$ cat src/rtl/ppm_pkg.sv
package ppm_pkg;
   typedef enum logic [1:0] {
      PM_ACTIVE  = 2'd0,
      PM_STANDBY = 2'd1,
      PM_OFF     = 2'd2
   } pm_state_e;

   localparam logic [1:0] ADDR_WAKE  = 2'd0;
   localparam logic [1:0] ADDR_DELAY = 2'd1;
   localparam logic [1:0] ADDR_OFFC  = 2'd2;
   localparam logic [1:0] ADDR_OVR   = 2'd3;

   localparam logic [1:0] RATE_NONE = 2'b00;
   localparam logic [1:0] RATE_32K  = 2'b01;
   localparam logic [1:0] RATE_16K  = 2'b10;
   localparam logic [1:0] RATE_8K   = 2'b11;
endpackage

$ cat src/rtl/ppm_div.sv
module ppm_div #(
   parameter int DIV = 4
) (
   input  logic clk,
   input  logic rst_n,
   input  logic in_pulse,
   output logic out_pulse
);
   generate
      if (DIV < 1) begin : g_bad
         $error("ppm_div: DIV must be at least 1");
      end
      if (DIV == 1) begin : g_pass
         assign out_pulse = in_pulse;
      end else begin : g_cnt
         localparam int CW = $clog2(DIV);
         localparam logic [CW-1:0] LAST = CW'(DIV - 1);
         logic [CW-1:0] cnt_q;
         always_ff @(posedge clk or negedge rst_n) begin
            if (!rst_n)
               cnt_q <= '0;
            else if (in_pulse)
               cnt_q <= (cnt_q == LAST) ? '0 : cnt_q + 1'b1;
         end
         assign out_pulse = in_pulse && (cnt_q == LAST);
      end
   endgenerate
endmodule

$ cat src/rtl/ppm_timebase.sv
module ppm_timebase #(
   parameter int OSC_DIV = 437,
   parameter int QTR_DIV = 491520
) (
   input  logic clk,
   input  logic rst_n,
   input  logic osc_tick,
   input  logic ext_tick,
   input  logic ext_sel,
   output logic base_tick,
   output logic qtr_tick
);
   logic osc_base;

   ppm_div #(.DIV(OSC_DIV)) u_osc_div (
      .clk      (clk),
      .rst_n    (rst_n),
      .in_pulse (osc_tick),
      .out_pulse(osc_base)
   );

   assign base_tick = ext_sel ? ext_tick : osc_base;

   ppm_div #(.DIV(QTR_DIV)) u_qtr_div (
      .clk      (clk),
      .rst_n    (rst_n),
      .in_pulse (base_tick),
      .out_pulse(qtr_tick)
   );
endmodule

$ cat src/rtl/ppm_idle_ctr.sv
module ppm_idle_ctr #(
   parameter int W = 8
) (
   input  logic         clk,
   input  logic         rst_n,
   input  logic         clr,
   input  logic         adv,
   output logic [W-1:0] cnt
);
   localparam logic [W-1:0] TOP = '1;

   always_ff @(posedge clk or negedge rst_n) begin
      if (!rst_n)
         cnt <= '0;
      else if (clr)
         cnt <= '0;
      else if (adv && (cnt != TOP))
         cnt <= cnt + 1'b1;
   end
endmodule

$ cat src/rtl/ppm_top.sv
module ppm_top
   import ppm_pkg::*;
#(
   parameter int OSC_DIV     = 437,
   parameter int QTR_DIV     = 491520,
   parameter int QTR_PER_MIN = 4,
   parameter int OFF_MIN     = 4
) (
   input  logic       clk,
   input  logic       rst_n,
   input  logic       cfg_we,
   input  logic [1:0] cfg_addr,
   input  logic [7:0] cfg_wdata,
   input  logic       disp_act,
   input  logic       kbd_act,
   input  logic       osc_tick,
   input  logic       ext_tick,
   output logic [1:0] pm_state,
   output logic       backlight,
   output logic       panel_pwr,
   output logic       slow_ref_mode,
   output logic       slow_ref_tick
);
   localparam int MAX_LIM = 15 * QTR_PER_MIN * OFF_MIN;
   localparam int CNT_W   = $clog2(MAX_LIM + 1);

   generate
      if (QTR_PER_MIN < 1) begin : g_bad_qpm
         $error("ppm_top: QTR_PER_MIN must be at least 1");
      end
      if (OFF_MIN < 1) begin : g_bad_off
         $error("ppm_top: OFF_MIN must be at least 1");
      end
   endgenerate

   logic [3:0] r_wake;
   logic [7:0] r_dly;
   logic [7:0] r_offc;
   logic [2:0] r_ovr;

   always_ff @(posedge clk or negedge rst_n) begin
      if (!rst_n) begin
         r_wake <= '0;
         r_dly  <= '0;
         r_offc <= '0;
         r_ovr  <= '0;
      end else if (cfg_we) begin
         case (cfg_addr)
            ADDR_WAKE:  r_wake <= cfg_wdata[3:0];
            ADDR_DELAY: r_dly  <= cfg_wdata;
            ADDR_OFFC:  r_offc <= cfg_wdata;
            default:    r_ovr  <= cfg_wdata[2:0];
         endcase
      end
   end

   logic [3:0] stby_code, bl_code, off_code;
   logic       ref_en, ext_sel;
   logic [1:0] ref_rate;
   assign stby_code = r_dly[3:0];
   assign bl_code   = r_dly[7:4];
   assign off_code  = r_offc[3:0];
   assign ref_en    = r_offc[4];
   assign ref_rate  = r_offc[6:5];
   assign ext_sel   = r_offc[7];

   logic base_tick, qtr_tick;
   ppm_timebase #(.OSC_DIV(OSC_DIV), .QTR_DIV(QTR_DIV)) u_tb (
      .clk      (clk),
      .rst_n    (rst_n),
      .osc_tick (osc_tick),
      .ext_tick (ext_tick),
      .ext_sel  (ext_sel),
      .base_tick(base_tick),
      .qtr_tick (qtr_tick)
   );

   logic [1:0] clr_vec;
   logic [CNT_W-1:0] cnt_arr [2];
   assign clr_vec[0] = (r_wake[2] & disp_act) | (r_wake[3] & kbd_act);
   assign clr_vec[1] = (r_wake[0] & disp_act) | (r_wake[1] & kbd_act);

   generate
      for (genvar gi = 0; gi < 2; gi++) begin : g_idle
         ppm_idle_ctr #(.W(CNT_W)) u_ctr (
            .clk  (clk),
            .rst_n(rst_n),
            .clr  (clr_vec[gi]),
            .adv  (qtr_tick),
            .cnt  (cnt_arr[gi])
         );
      end
   endgenerate

   logic [CNT_W-1:0] stby_lim, off_lim, bl_lim;
   assign stby_lim = CNT_W'(stby_code) * CNT_W'(QTR_PER_MIN);
   assign bl_lim   = CNT_W'(bl_code)   * CNT_W'(QTR_PER_MIN);
   assign off_lim  = CNT_W'(off_code)  * CNT_W'(QTR_PER_MIN * OFF_MIN);

   pm_state_e st_q, st_d;
   always_comb begin
      if ((off_code != 4'd0) && (cnt_arr[0] >= off_lim))
         st_d = PM_OFF;
      else if ((stby_code != 4'd0) && (cnt_arr[0] >= stby_lim))
         st_d = PM_STANDBY;
      else
         st_d = PM_ACTIVE;
   end

   always_ff @(posedge clk or negedge rst_n) begin
      if (!rst_n) st_q <= PM_ACTIVE;
      else        st_q <= st_d;
   end
   assign pm_state = st_q;

   logic bl_run, bl_norm;
   assign bl_run    = (bl_code == 4'd0) || (cnt_arr[1] < bl_lim);
   assign bl_norm   = bl_run && (st_q != PM_OFF);
   assign backlight = r_ovr[0] ? r_ovr[1] : (bl_norm ^ r_ovr[1]);
   assign panel_pwr = r_ovr[2] | (st_q != PM_OFF);

   logic [1:0] rdiv_q;
   logic       rate_hit, slow_on;
   always_comb begin
      case (ref_rate)
         RATE_32K: rate_hit = 1'b1;
         RATE_16K: rate_hit = (rdiv_q[0] == 1'b0);
         RATE_8K:  rate_hit = (rdiv_q == 2'd0);
         default:  rate_hit = 1'b0;
      endcase
   end
   assign slow_on = ref_en && (st_q == PM_OFF);

   always_ff @(posedge clk or negedge rst_n) begin
      if (!rst_n) begin
         rdiv_q        <= '0;
         slow_ref_mode <= 1'b0;
         slow_ref_tick <= 1'b0;
      end else begin
         if (base_tick) rdiv_q <= rdiv_q + 1'b1;
         slow_ref_mode <= slow_on;
         slow_ref_tick <= slow_on && base_tick && rate_hit;
      end
   end
endmodule

$ cat config.mk
export PLATFORM = sky130hd
export DESIGN_NAME = ppm_top
export DESIGN_NICKNAME = d
export VERILOG_FILES = /design/src/rtl/ppm_pkg.sv /design/src/rtl/ppm_div.sv /design/src/rtl/ppm_timebase.sv /design/src/rtl/ppm_idle_ctr.sv /design/src/rtl/ppm_top.sv
export SDC_FILE = /design/constraint.sdc
export NUM_CORES = 1
export LEC_CHECK = 0
export BUFFER_PORTS_ARGS = -buffer_cell sky130_fd_sc_hd__buf_2
export CELL_PAD_IN_SITES_DETAIL_PLACEMENT = 0
export CELL_PAD_IN_SITES_GLOBAL_PLACEMENT = 2
export CORE_MARGIN = 2
export CORE_UTILIZATION = 35
export CTS_CLUSTER_SIZE = 14
export DETAILED_ROUTE_END_ITERATION = 12
export GPL_TIMING_DRIVEN = 1
export HOLD_SLACK_MARGIN = 0.02
export PLACE_DENSITY_LB_ADDON = 0.12
export SETUP_SLACK_MARGIN = 0.2
export SYNTH_ARGS = -nofsm -noshare
export SYNTH_HDL_FRONTEND = slang
export SYNTH_HIERARCHICAL = 1
export SYNTH_SLANG_ARGS = --single-unit
$ cat constraint.sdc
create_clock -name clk -period 2.9 [get_ports clk]
set_input_delay 0.145 -clock clk [delete_from_list [all_inputs] [get_ports clk]]
set_output_delay 0.145 -clock clk [all_outputs]
set_load 0.02 [all_outputs]
==> impl_metrics.py <==
metrics = {
    "critical_path": {
        "cp_max_fo": 14,
        "critPathArrivalTime_ps": 2770,
        "r2r_end": "g_idle[1].u_ctr/cnt[7]",
        "worstPathRequired_ps": 3150,
        "start_kind": "flip-flop",
        "worstSetupPathType": "flip-flop to flip-flop",
        "ff2ff_path_depth": 11,
        "r2r_setup_slack_ps": 380,
        "endpoint_kind": "flip-flop",
        "reg2reg_from": "u_tb/u_osc_div/g_cnt.cnt_q[1]",
    },
    "logic_synthesis": {
        "yosys_warnings": 6,
        "synth-main-ff-cell": "dfrtp_1",
        "netlist_area_sq_um": 3910,
        "seq_area_frac_synth_pct": 46.7,
        "syn-num-nets": 401,
        "synth_top_cell_area_share_pct": 46.7,
        "syn_inst": 367,
        "synth_area_leaders": "dfrtp_1 47%, mux2_2 8.1%, ha_1 5.4%, inv_1 2.7%, nor3_1 2.3%",
        "synthArstFlopShare_pct": 100,
        "syn_area_per_cell_sq_um": 10.7,
        "synth_edf_count": 0,
        "synth_top_area_cell": "dfrtp_1",
        "synthDistinctLibCells": 55,
        "ys_seq_elements": 73,
    },
    "sta": {
        "fin_crit_sh_pct": 86.8,
        "fmax_mhz": 397,
        "rsz0062_at_grt": "no",
        "setup-violations-final": 0,
        "finalCriticalPeriod_ps": 2520,
        "fin_setup_tns_ps": 0,
        "slew_violations": 0,
        "relSlewSlack_pct": 36.7,
        "worstMarginPinSlew_ps": 949,
        "fin_worst_skew_ps": 9.25,
        "final-hold-violation-count": 0,
    },
    "drt": {
        "via_per_inst": 5.26,
        "drtIter0Drc": 144,
        "wirelength_mm": 8.79,
        "drt-pass1-iter-count": 4,
        "drc": 0,
        "vias": 2857,
        "drt.antenna.violating_nets": 0,
        "wl_per_cell_um": 16.2,
    },
    "place": {
        "placed_area_sq_um": 4260,
        "dpl.hpwl_mm": 6.05,
        "place.gp.congestion": 0.704,
        "dp_cells": 525,
        "portBuffers": 22,
    },
    "clock_network": {
        "cts_tree": "yes",
        "clk_path_buf_depth": 2,
        "root_buffer": "clkbuf_8",
        "clkLatencyLatePin_ps": 350,
        "cts_made_buffers": 9,
        "cts_max_level": 3,
        "path_clk_slew_ps": 80,
        "clock-sinks": 73,
    },
    "finish": {
        "postLayoutCellArea_sq_um": 4500,
        "num-nets-final": 433,
        "drive_gt1_share_pct": 23.8,
        "n_antenna_cell": 0,
        "finalNonFillerCells": 543,
        "area_growth_syn_to_layout_pct": 15.0,
    },
    "floorplan": {
        "core_area_sq_um": 10900,
        "die_x_um": 110,
        "initial_utilization_pct": 35.9,
        "die_h_um": 110,
        "num_rows": 38,
        "dieArea_sq_um": 12000,
        "top_level_ports": 23,
    },
    "global_route": {
        "antenna_found_initial": 0,
        "gr-usage-all-layers_pct": 15.9,
        "grt_pass1_vias": 2824,
        "grt_max_degree": 74,
        "grt_pass1_wl_mm": 14.8,
        "grt_overflow": 0,
    },
    "pwr": {
        "p_leak_nw": 1.97,
        "ir_worst_vdd_uv": 251,
        "p_per_area_nw_per_um2": 583,
    },
    "flow_run": {
        "cap_violations": 0,
    },
    "min_path": {
        "holdPathStages": 2,
        "hp-class": "input port to flip-flop",
        "worstHoldStart": "cfg_wdata[7]",
        "hold_end": "r_dly[7]",
    },
    "run_status": {
        "status": "completed",
    },
}
==> flip-flops by register name, summed over array words and instances (netlist names), 2 cells and up <==
name and cells:
u_tb/u_qtr_div/g_cnt.cnt_q 19, g_idle.u_ctr/cnt 16, u_tb/u_osc_div/g_cnt.cnt_q 9, r_dly 8, r_offc 8, r_wake 4
r_ovr 3, pm_state 2, rdiv_q 2
==> layer usage <==
metal | track usage, % | routed length [um] | vias up | share of wire [%]
li1 | - | - | 1392 | -
met1 | 22.2 | 4450 | 1406 | 51
met2 | 24.5 | 3950 | 52 | 45
met3 | 3.62 | 317 | 7 | 3.6
met4 | 5.15 | 72 | 0 | 0.82
met5 | 0 | 0 | - | 0
==> kinds of logic after synthesis <==
group                    share of synthesized area, %
buffers and inverters                            3.90
AND/OR/NAND/NOR                                  22.3
flip-flops                                       46.7
XOR/XNOR                                         3.80
AO/OA/AOI/OAI                                    8.41
multiplexers                                     9.49
adder cells (fa/ha/maj)                          5.43
==> synth_stat cells, types with 9 or more instances <==
cell type,count
nand2b_1,11
dfrtp_1,73
nand3_1,16
ha_1,17
nand2_1,22
nor3_1,18
a21oi_1,9
xnor2_1,10
mux2_2,28
nor2b_1,9
inv_1,28
nor2_1,17
==> where the power goes <==
part           total, mW  switching (mW)  internal [mW]
clock              0.781           0.393          0.388
combinational      0.529           0.283          0.246
sequential          1.32           0.148           1.17
total               2.62           0.824           1.80
==> layout by cell type (no fill, tap or decap), types with 4 or more instances in the layout <==
cell type / count
clkbuf_8: 9
or4_1: 4
or3_1: 5
nand4_1: 7
buf_4: 5
ha_1: 16
nor3_1: 17
xor2_1: 7
buf_2: 21
nor2_1: 17
nand2b_1: 11
nor4_1: 6
inv_1: 26
xnor2_1: 10
nand3_1: 14
nand3_2: 6
o21ai_1: 4
dfrtp_1: 73
nand2_1: 22
mux2_2: 27
nor2b_1: 9
o21ai_0: 6
a21oi_1: 9
==> stage by stage <==
step | utilization (%) | power (mW) | setup slack [ps] | hold WS, ps
2_1_floorplan | - | 1.70 | 98.5 | -151
3_3_place_gp | 39.1 | 1.85 | 346 | 364
3_5_place_dp | 39.1 | 1.86 | 278 | 365
4_1_cts | 40.9 | 2.66 | 239 | 28.3
5_1_grt | 41.3 | 2.80 | 209 | 23.4
6_report | 41.3 | 2.62 | 383 | 47.2
==> cell type report <==
type | count | area [sq um]
fill | 1072 | 6390
multi-input combinational | 258 | 2010
sequential | 73 | 1830
timing repair buffer | 29 | 198
tap | 140 | 175
clock buffer | 9 | 124
inverter | 28 | 105
clock inverter | 6 | 60.1
==> repair_timing <==
action / 4_1_cts / 5_1_grt
endpoints found under the setup margin: 0 / 6
hold endpoints to repair: 73 / 0
gates resized for setup: 0 / 3
hold buffers: 1 / 0
buffers inserted: 0 / 1
==> critical path, cell delays in order (launching register included) <==
cell and delay [ps]:
dfrtp_1 430, inv_2 100, ha_4 140, nand4bb_4 160, nor3_4 220, mux2_4 200, nand4_4 120, nor4_4 240
buf_12 190, nand3_2 100, or3_1 350, a211oi_2 190
==> worst max-delay path by stage <==
stage                                  startpoint                endpoint  cells after the start  slack [ps]
floorplan           u_tb/u_osc_div/g_cnt.cnt_q[1]  g_idle[0].u_ctr/cnt[3]                     12         100
global placement    u_tb/u_osc_div/g_cnt.cnt_q[0]  g_idle[0].u_ctr/cnt[7]                     11         350
detailed placement  u_tb/u_osc_div/g_cnt.cnt_q[1]  g_idle[0].u_ctr/cnt[7]                     11         280
CTS                 u_tb/u_osc_div/g_cnt.cnt_q[1]  g_idle[1].u_ctr/cnt[7]                     11         240
global route        u_tb/u_osc_div/g_cnt.cnt_q[0]  g_idle[1].u_ctr/cnt[7]                     11         210
finish              u_tb/u_osc_div/g_cnt.cnt_q[1]  g_idle[1].u_ctr/cnt[7]                     11         380
Note: power is estimated with default switching activity, not from simulation.
